$ cat config.mk
export PLATFORM = sky130hd
export DESIGN_NAME = deadband_gen
export DESIGN_NICKNAME = d
export VERILOG_FILES = /design/src/rtl/db_pkg.sv /design/src/rtl/db_cnt_reg.sv /design/src/rtl/db_edge_delay.sv /design/src/rtl/db_path.sv /design/src/rtl/deadband_gen.sv
export SDC_FILE = /design/constraint.sdc
export NUM_CORES = 1
export LEC_CHECK = 0
export ABC_AREA = 0
export BUFFER_PORTS_ARGS = -buffer_cell sky130_fd_sc_hd__clkbuf_2
export CORE_MARGIN = 4
export CORE_UTILIZATION = 58
export DETAILED_ROUTE_END_ITERATION = 8
export GPL_TIMING_DRIVEN = 0
export PLACE_DENSITY_LB_ADDON = 0.12
export REMOVE_ABC_BUFFERS = 1
export SLEW_MARGIN = 40
export SYNTH_ARGS = -nofsm -noshare
export SYNTH_HDL_FRONTEND = slang
export SYNTH_SLANG_ARGS = --single-unit
$ cat constraint.sdc
create_clock -name clk -period 1.7 [get_ports clk]
set_input_delay 0.17 -clock clk [delete_from_list [all_inputs] [get_ports clk]]
set_output_delay 0.17 -clock clk [all_outputs]
set_load 0.05 [all_outputs]
$ cat src/rtl/db_pkg.sv
// Shared types for the dead-time inserter.
// Assumes: nothing beyond standard SystemVerilog.
package db_pkg;
    // Which edge of the source a delay path holds back.
    typedef enum logic {
        EDGE_RISE = 1'b0,
        EDGE_FALL = 1'b1
    } db_edge_e;
endpackage

$ cat src/rtl/db_cnt_reg.sv
// Delay count holder with an optional shadow stage.
// A write goes into the shadow. It also goes into the active count when
// shadowing is off. With shadowing on, ctr_zero moves the shadow into the
// active count. Assumes wr and ctr_zero are single-cycle strobes.
module db_cnt_reg #(
    parameter int W = 10
) (
    input  logic         clk,
    input  logic         rst_n,
    input  logic         sh_en,
    input  logic         wr,
    input  logic [W-1:0] wdata,
    input  logic         ctr_zero,
    output logic [W-1:0] act
);
    logic [W-1:0] shadow_q;

    // Shadow stage: captures every write.
    always_ff @(posedge clk) begin
        if (!rst_n)  shadow_q <= '0;
        else if (wr) shadow_q <= wdata;
    end

    // Active count: direct write when unshadowed, transfer at zero otherwise.
    always_ff @(posedge clk) begin
        if (!rst_n)                  act <= '0;
        else if (wr && !sh_en)       act <= wdata;
        else if (ctr_zero && sh_en)  act <= shadow_q;
    end
endmodule

$ cat src/rtl/db_edge_delay.sv
// Single-edge delay. It holds the output at IDLE until the input has been at
// the non-idle level for dly ticks. A return to IDLE passes through at once,
// so a pulse shorter than dly ticks is dropped.
// Assumes tick is a clock enable sampled on clk.
module db_edge_delay
    import db_pkg::*;
#(
    parameter int       W    = 10,
    parameter db_edge_e KIND = EDGE_RISE
) (
    input  logic         clk,
    input  logic         rst_n,
    input  logic         tick,
    input  logic         din,
    input  logic [W-1:0] dly,
    output logic         dout
);
    localparam logic         IDLE = (KIND == EDGE_RISE) ? 1'b0 : 1'b1;
    localparam logic [W-1:0] CMAX = {W{1'b1}};

    logic [W-1:0] cnt_q;
    logic         qualified;

    // Counts ticks spent at the non-idle level; saturates; clears at idle.
    always_ff @(posedge clk) begin
        if (!rst_n)                     cnt_q <= '0;
        else if (din == IDLE)           cnt_q <= '0;
        else if (tick && cnt_q != CMAX) cnt_q <= cnt_q + 1'b1;
    end

    // The output leaves IDLE only once the hold time has elapsed.
    always_comb begin
        qualified = (din != IDLE) && (cnt_q >= dly);
        dout      = qualified ? ~IDLE : IDLE;
    end
endmodule

$ cat src/rtl/db_path.sv
// One delay path: count register, edge delay, bypass select and polarity.
// Assumes src and byp are synchronous to clk.
module db_path
    import db_pkg::*;
#(
    parameter int       W    = 10,
    parameter db_edge_e KIND = EDGE_RISE
) (
    input  logic         clk,
    input  logic         rst_n,
    input  logic         tick,
    input  logic         ctr_zero,
    input  logic         src,
    input  logic         byp,
    input  logic         en,
    input  logic         inv,
    input  logic         sh_en,
    input  logic         wr,
    input  logic [W-1:0] wdata,
    output logic [W-1:0] act,
    output logic         dout
);
    logic delayed;

    db_cnt_reg #(.W(W)) cnt_i (
        .clk      (clk),
        .rst_n    (rst_n),
        .sh_en    (sh_en),
        .wr       (wr),
        .wdata    (wdata),
        .ctr_zero (ctr_zero),
        .act      (act)
    );

    db_edge_delay #(.W(W), .KIND(KIND)) dly_i (
        .clk   (clk),
        .rst_n (rst_n),
        .tick  (tick),
        .din   (src),
        .dly   (act),
        .dout  (delayed)
    );

    // Bypass when disabled; polarity applies in both cases.
    always_comb dout = (en ? delayed : byp) ^ inv;
endmodule

$ cat src/rtl/deadband_gen.sv
// Dead-time inserter top. The rising-delay path drives gate_a and the
// falling-delay path drives gate_b. Both take pwm_a_in as their source.
// Assumes all inputs are synchronous to clk and that tb_tick marks time-base ticks.
module deadband_gen
    import db_pkg::*;
#(
    parameter int DLY_W = 10
) (
    input  logic             clk,
    input  logic             rst_n,
    input  logic             tb_tick,
    input  logic             ctr_zero,
    input  logic             pwm_a_in,
    input  logic             pwm_b_in,
    input  logic             red_en,
    input  logic             red_inv,
    input  logic             red_shadow_en,
    input  logic             red_wr,
    input  logic [DLY_W-1:0] red_wdata,
    input  logic             fed_en,
    input  logic             fed_inv,
    input  logic             fed_shadow_en,
    input  logic             fed_wr,
    input  logic [DLY_W-1:0] fed_wdata,
    output logic             gate_a,
    output logic             gate_b
);
    localparam int NPATH = 2;

    logic [NPATH-1:0]            p_byp, p_en, p_inv, p_sh, p_wr, p_out;
    logic [NPATH-1:0][DLY_W-1:0] p_wdata, p_act;
    logic [DLY_W-1:0]            red_act, fed_act;

    // Gather per-path configuration: index 0 rising, index 1 falling.
    always_comb begin
        p_byp   = {pwm_b_in, pwm_a_in};
        p_en    = {fed_en, red_en};
        p_inv   = {fed_inv, red_inv};
        p_sh    = {fed_shadow_en, red_shadow_en};
        p_wr    = {fed_wr, red_wr};
        p_wdata = {fed_wdata, red_wdata};
    end

    for (genvar g = 0; g < NPATH; g++) begin : g_path
        localparam db_edge_e K = (g == 0) ? EDGE_RISE : EDGE_FALL;
        db_path #(.W(DLY_W), .KIND(K)) path_i (
            .clk      (clk),
            .rst_n    (rst_n),
            .tick     (tb_tick),
            .ctr_zero (ctr_zero),
            .src      (pwm_a_in),
            .byp      (p_byp[g]),
            .en       (p_en[g]),
            .inv      (p_inv[g]),
            .sh_en    (p_sh[g]),
            .wr       (p_wr[g]),
            .wdata    (p_wdata[g]),
            .act      (p_act[g]),
            .dout     (p_out[g])
        );
    end

    // Map path outputs to the drive pins.
    always_comb begin
        gate_a  = p_out[0];
        gate_b  = p_out[1];
        red_act = p_act[0];
        fed_act = p_act[1];
    end
endmodule

==> results of run 1 <==
-- worst max-delay path, stage by stage, from the launching register on --
cell and delay [ns]:
dfxtp_4 0.36, ha_4 0.23, a211o_1 0.27, a21oi_2 0.16, o31ai_1 0.09, a31oi_1 0.22
xor2_1 0.19, clkbuf_8 0.20
-- cell type report --
type,instances,area share [%]
inverter,22,2.239
clock inverter,4,1.289
multi-input combinational,236,50.44
clock buffer,12,4.206
sequential,60,33.21
tap,70,2.374
timing repair buffer,40,6.242
-- path summary, 6_finish.rpt --
check                             startpoint                            endpoint  slack [ns]  cells after the start
min                             fed_wdata[6]  g_path[1].path_i.cnt_i.shadow_q[6]        0.11                      3
max reg2reg  g_path[0].path_i.dly_i.cnt_q[0]     g_path[0].path_i.dly_i.cnt_q[9]        0.25                      6
max          g_path[1].path_i.dly_i.cnt_q[7]                              gate_b       -0.52                      7
min reg2reg    g_path[1].path_i.cnt_i.act[8]       g_path[1].path_i.cnt_i.act[8]        0.49                      1
-- cell families after synthesis --
group,after synthesis
and+or+nand+nor,105
DFF,60
AOI/OAI and AO/OA,52
muxes,41
buffers and inverters,36
adders and majority gates,22
xor gates and xnor gates,16
-- cells in the mapped netlist, drive strengths merged (5+ instances only) --
library cell  count
a21oi            10
and3              7
buf               5
clkbuf            9
dfxtp            60
ha               22
inv              22
mux2i            41
nand2            31
nand3             7
nand4            11
nor2             19
nor2b            22
o211a            20
xnor2             9
xor2              7
-- layer usage --
metal	wire length (um)	GRT usage [%]	share of wire, %	up-vias
li1	-	-	-	1241
met2	3047	36.56	51	25
met5	0	0	0	-
met1	2675	22.09	45	1165
met3	145	4.605	2.4	13
met4	128	10.98	2.1	0
-- power breakdown --
| part | internal [mW] | leakage [nW] | switching, mW |
|---|---|---|---|
| Clock | 0.753 | 0.102 | 0.562 |
| Combinational | 0.204 | 1.16 | 0.227 |
| Sequential | 1.48 | 0.499 | 0.0377 |
| Total | 2.43 | 1.77 | 0.826 |
-- state kept, by name, summed over array words and instances (netlist names) --
name and count:
g_path.path_i.cnt_i.act 20, g_path.path_i.dly_i.cnt_q 20, g_path.path_i.cnt_i.shadow_q 20
-- per-stage QoR --
step	hold WS [ns]	cells	area, um^2	util (%)	power [mW]
2_1_floorplan	0.2982	318	3070	-	1.802
3_3_place_gp	0.4435	423	3333	64.44	1.927
3_5_place_dp	0.4587	423	3338	64.54	1.942
4_1_cts	0.1016	444	3687	71.29	3.290
5_1_grt	0.1136	444	3689	71.31	3.412
6_report	0.1141	444	3689	71.31	3.260
-- what timing repair did --
action | in CTS | in global routing
buffers inserted | 5 | 0
resized for setup | 33 | 1
endpoints found under the hold margin | 0 | 0
pin swaps | 12 | 1
setup endpoints to repair | 17 | 2
==> results.json, run 1 <==
{
  "vias": 2444,
  "cts_hold_buf": 0,
  "synth_cells": 332,
  "postLayoutSetupSlackWorst_ns": -0.5204,
  "ys_warn_count": 0,
  "die_w_um": 81.48,
  "synth_xor_area_share_pct": 4.475,
  "syn_area_um2": 3132,
  "synthDistinctLibCells": 36,
  "coreArea_um2": 5172,
  "cts_inserted_buffers": 9,
  "mostFrequentLayoutCell": "dfxtp_1",
  "ys_top_cells_by_area": "dfxtp_1 38%, mux2i_1 13%, ha_1 8.8%",
  "drtIter0Drc": 56,
  "rsz0062_at_grt": "true",
  "violations": "negative setup slack",
  "layout_common_cells": "45 x dfxtp_1, 41 x mux2i_1, 33 x clkbuf_2, 31 x nand2_1",
  "drc": 0,
  "ctsHtreeMaxLevel": 3,
  "grt_pass1_vias": 2472,
  "cts_buffer_depth": 2,
  "leakagePower_nw": 1.766,
  "synthMuxAreaShare_pct": 13.10,
  "pre_cts_slack_ns": -0.4205,
  "min_path_type": "input pin to flip-flop",
  "grt_pass1_wl_mm": 10.41,
  "seq_area_frac_synth_pct": 38.35,
  "finalSetupTns_ns": -1.016,
  "synthAdderAreaFrac_pct": 8.789,
  "worstMarginPinSlew_ns": 0.7363,
  "layout-drive-gt1-share_pct": 23.26,
  "period_needed_ns": 2.220,
  "grt_overflow_total": 0,
  "slew_viol_final": 0,
  "syn_to_final_growth_pct": 17.78,
  "ctsRootBufferMaster": "clkbuf_8",
  "seq_area_um2": 1225,
  "synth_edf_count": 0,
  "yosysTopAreaCell": "dfxtp_1",
  "clock-sinks": 60,
  "outcome": "finished, violations left",
  "max_clock_freq_mhz": 450.4,
  "crit_path_max_fanout": 2,
  "clock_latency_ns": 0.33,
  "synth_top_family_by_area": "simple AND/OR/NAND/NOR gates",
  "synth_compound_area_share_pct": 13.58,
  "ant_nets": 0,
  "multi_input_area_um2": 1861,
  "nets": 425,
  "pwr_density_cell_nw_per_um2": 883.8,
  "post-route-period-util_pct": 130.6,
  "insertedDiodeCount": 0,
  "maxSlewHeadroom_pct": 50.91,
  "timing_hold_violations_final": 0,
  "num-fill-cells": 411,
  "synth-simple-area-share_pct": 17.10,
  "finalSetupViolCount": 2,
  "wl_per_cell_um": 13.51,
  "worstSetupEndpointType": "output port",
  "dpl.hpwl_mm": 4.142,
  "rows": 26,
  "ir_worst_vdd_mv": 0.6703,
  "die_area_um2": 6639,
  "die_h_um": 81.48,
  "grt_start_max_net_pins": 43,
  "first_pass_iters": 4,
  "cp-start-kind": "flip-flop",
  "routed_wl_mm": 5.997,
  "ys_seq_elements": 60,
  "initial_core_util_pct": 60.55,
  "arrival_ns": 2.05,
  "syn_avg_cell_area_um2": 9.433,
  "clk_pin_slew_ns": 0.07,
  "drv_cap": 0,
  "cts_tree": "built",
  "grt_use_total_pct": 20.38,
  "num_io_pins": 36,
  "port_buffers": 35,
  "clock_skew_ns": 0.007168,
  "gp_congestion": 0.8347,
  "viasPerCell": 5.505,
  "crit_type": "flip-flop to output port",
  "synth_ff_type": "dfxtp_1",
  "synth_top_area_share_pct": 38.35,
  "critical_path_required_ns": 1.53,
  "antenna_found_initial": 0,
  "async_flop_share_pct": 0
}
(Power assumes the default switching activity.)
==> run 2: changes to the inputs <==
CORE_UTILIZATION = 59   (was 58)
SKIP_LAST_GASP = 1   (was not set)
SYNTH_HIERARCHICAL = 1   (was not set)
==> run 2 against run 1 <==
  * The run still ends with negative setup slack left
  * Utilization rose by 4.5 points
  * Final area rose by 8.4%
  * Sequential share of layout area fell by 2.1 points
  * Area after synthesis rose by 5.1%
  * Register-to-register slack got worse by 0.12 ns
  * Critical endpoint is now gate_a
  * Largest cell class unchanged
  * Highest routed layer unchanged
==> results.json, run 2 <==
{
  "sw_frac_of_total_pct": 24.60,
  "r2r-end": "g_path[0].path_i/dly_i/cnt_q[1]",
  "grt_use_total_pct": 23.25,
  "first_pass_iters": 4,
  "synth_ff_type": "dfxtp_1",
  "grt_start_max_net_pins": 44,
  "coreArea_um2": 5270,
  "postLayoutSetupSlackWorst_ns": -0.6537,
  "rsz0062_at_grt": "true",
  "wl_per_cell_um": 15.96,
  "nets": 428,
  "clk_pin_slew_ns": 0.07,
  "violations": "negative setup slack",
  "syn_to_final_growth_pct": 21.44,
  "ctsRootBufferMaster": "clkbuf_8",
  "synthDistinctLibCells": 45,
  "crit_path_max_fanout": 3,
  "gp_congestion": 0.8178,
  "r2r_cells": 5,
  "synth_most_common_cell": "dfxtp_1",
  "ant_nets": 0,
  "reg_top3": "g_path.path_i/cnt_i/act: 20 flops, g_path.path_i/cnt_i/shadow_q: 20 flops, g_path.path_i/dly_i/cnt_q: 20 flops",
  "syn_area_um2": 3292,
  "design_area_um2": 3998,
  "synth_common_cells": "60 x dfxtp_1, 24 x mux2i_1, 22 x ha_1, 22 x nor2b_1, 21 x inv_1",
  "critical_path_required_ns": 1.53,
  "hold_start": "red_wdata[1]",
  "final_cells": 447,
  "viasPerCell": 6.016,
  "slew_viol_final": 0,
  "max_clock_freq_mhz": 424.9,
  "arrival_ns": 2.18,
  "synth_edf_count": 0,
  "pre_cts_slack_ns": -0.5405,
  "clock_skew_ns": 0.006829,
  "final_util_pct": 75.85,
  "num-fill-cells": 387,
  "grt_pass1_wl_mm": 12.18,
  "reg2reg_from": "g_path[0].path_i/dly_i/cnt_q[1]",
  "ys_warn_count": 6,
  "min_to": "g_path[0].path_i/cnt_i/shadow_q[1]",
  "yosysTopAreaCell": "dfxtp_1",
  "cts_tree": "built",
  "grt_overflow_total": 0,
  "cp-start-kind": "flip-flop",
  "grt_pass1_vias": 2658,
  "cts_buffer_depth": 2,
  "die_w_um": 82.70,
  "hold-path-cell-count": 3,
  "pwr-share-clk_pct": 42.8,
  "ctsHtreeMaxLevel": 3,
  "globalRouteMet3Util_pct": 5.965,
  "finalSetupViolCount": 2,
  "pwr_density_cell_nw_per_um2": 865.3,
  "crit_type": "flip-flop to output port",
  "rows": 26,
  "ir_worst_vdd_mv": 0.8063,
  "min_path_type": "input pin to flip-flop",
  "ys_top_cells_by_area": "dfxtp_1 36%, ha_1 8.4%, mux2i_1 7.3%",
  "layout-drive-gt1-share_pct": 33.95,
  "placed_cells_incl_taps": 425,
  "seq_area_frac_synth_pct": 36.49,
  "maxSlewHeadroom_pct": 46.94,
  "combPwrFrac_pct": 13.3,
  "period_needed_ns": 2.354,
  "async_flop_share_pct": 0,
  "finalSetupTns_ns": -1.205,
  "placed_cell_area_um2": 3467,
  "p_sw_uw": 850.9,
  "leakagePower_nw": 1.556,
  "post-route-period-util_pct": 138.5,
  "antenna_found_initial": 0,
  "mostFrequentLayoutCell": "dfxtp_1",
  "synth_top_area_share_pct": 36.49,
  "port_buffers": 35,
  "routed_wl_mm": 7.133,
  "clock_latency_ns": 0.33,
  "clock-sinks": 60,
  "timing_hold_violations_final": 0,
  "vias": 2689,
  "grt_busiest_layer": "met2",
  "layout_common_cells": "35 x dfxtp_1, 33 x clkbuf_2, 24 x mux2i_1, 22 x nor2b_1, 21 x dfxtp_2",
  "die_area_um2": 6838,
  "r2r_setup_slack_ns": 0.13,
  "insertedDiodeCount": 0,
  "synth_cells": 335,
  "cts_inserted_buffers": 9,
  "outcome": "finished, violations left",
  "worstSetupEndpointType": "output port",
  "initial_core_util_pct": 62.46,
  "ys_seq_elements": 60,
  "drv_cap": 0,
  "num_io_pins": 36,
  "drc": 0,
  "worstMarginPinSlew_ns": 0.7959,
  "dpl.hpwl_mm": 4.577,
  "p_int_mw": 2.608,
  "power_frac_seq_pct": 43.9,
  "die_h_um": 82.70,
  "syn_avg_cell_area_um2": 9.827,
  "drtIter0Drc": 85,
  "gr-usage-met1_pct": 29.57,
  "met2_usage_pct": 38.54
}
run 2: routing by layer:
metal  vias to the layer above  part of all wire [%]
met5                         -                     0
met4                         0                   1.4
met3                        14                   3.6
met2                        53                    49
met1                      1304                    46
li1                       1318                     -
run 2: timing repair:
| action | 4_1_cts | 5_1_grt |
|---|---|---|
| setup buffers | 6 | 0 |
| hold buffers | 0 | 0 |
| pin swaps | 22 | 6 |
| resized for setup | 56 | 11 |
| setup endpoints to repair | 2 | 3 |
run 2: worst max-delay path, cell delays in order, from the launching register on:
cell and delay [ns]:
dfxtp_2 0.35, inv_2 0.05, ha_4 0.20, nand2b_1 0.16, a21oi_2 0.15, o21bai_1 0.09
o311a_1 0.31, mux2i_1 0.18, xnor2_1 0.15, clkbuf_8 0.21
run 2: per-stage QoR:
| step | power (mW) | hold WS (ns) |
|---|---|---|
| final | 3.459 | 0.1056 |
| after global placement | 1.924 | 0.4444 |
| after floorplan | 1.785 | 0.2982 |
| after CTS | 3.469 | 0.09936 |
| after global routing | 3.607 | 0.1019 |
| after detailed placement | 1.938 | 0.4513 |
run 2: power groups by stage:
| stage | clock, mW | combinational [mW] | sequential, mW |
|---|---|---|---|
| finish | 1.48 | 0.460 | 1.52 |
| global route | 1.57 | 0.513 | 1.52 |
| CTS | 1.51 | 0.443 | 1.52 |
| detailed placement | 0 | 0.393 | 1.55 |
| global placement | 0 | 0.384 | 1.54 |
| floorplan | 0 | 0.251 | 1.53 |
run 2: cell families (layout without fill, tap and decap cells):
group	count (synthesis)	after routing	share of synthesized area, %
AOI/OAI and AO/OA	66	66	16.12
xor gates and xnor gates	7	7	1.862
adders and majority gates	22	22	8.362
buffers and inverters	36	78	5.055
DFF	60	60	36.49
muxes	26	26	8.210
and+or+nand+nor	118	118	23.91
run 2: cell type report:
| cell class | instances | area, um^2 | share of cell area, % |
|---|---|---|---|
| clock buffer | 11 | 151.4 | 3.787 |
| clock inverter | 5 | 83.83 | 2.097 |
| inverter | 21 | 78.83 | 1.972 |
| multi-input combinational | 239 | 2112 | 52.83 |
| sequential | 60 | 1242 | 31.08 |
| tap | 70 | 87.58 | 2.191 |
| timing repair buffer | 41 | 241.5 | 6.041 |
run 2: how the worst max path moves through the flow:
stage / from / to / slack, ns / cells after the start
after floorplan: g_path[1].path_i/cnt_i/act[9] / gate_b / -0.59 / 8
after global placement: g_path[0].path_i/cnt_i/act[9] / gate_a / -0.49 / 9
after detailed placement: g_path[0].path_i/cnt_i/act[9] / gate_a / -0.54 / 9
after CTS: g_path[0].path_i/cnt_i/act[9] / gate_a / -0.69 / 9
after global routing: g_path[0].path_i/dly_i/cnt_q[0] / gate_a / -0.77 / 9
final: g_path[0].path_i/dly_i/cnt_q[0] / gate_a / -0.65 / 9
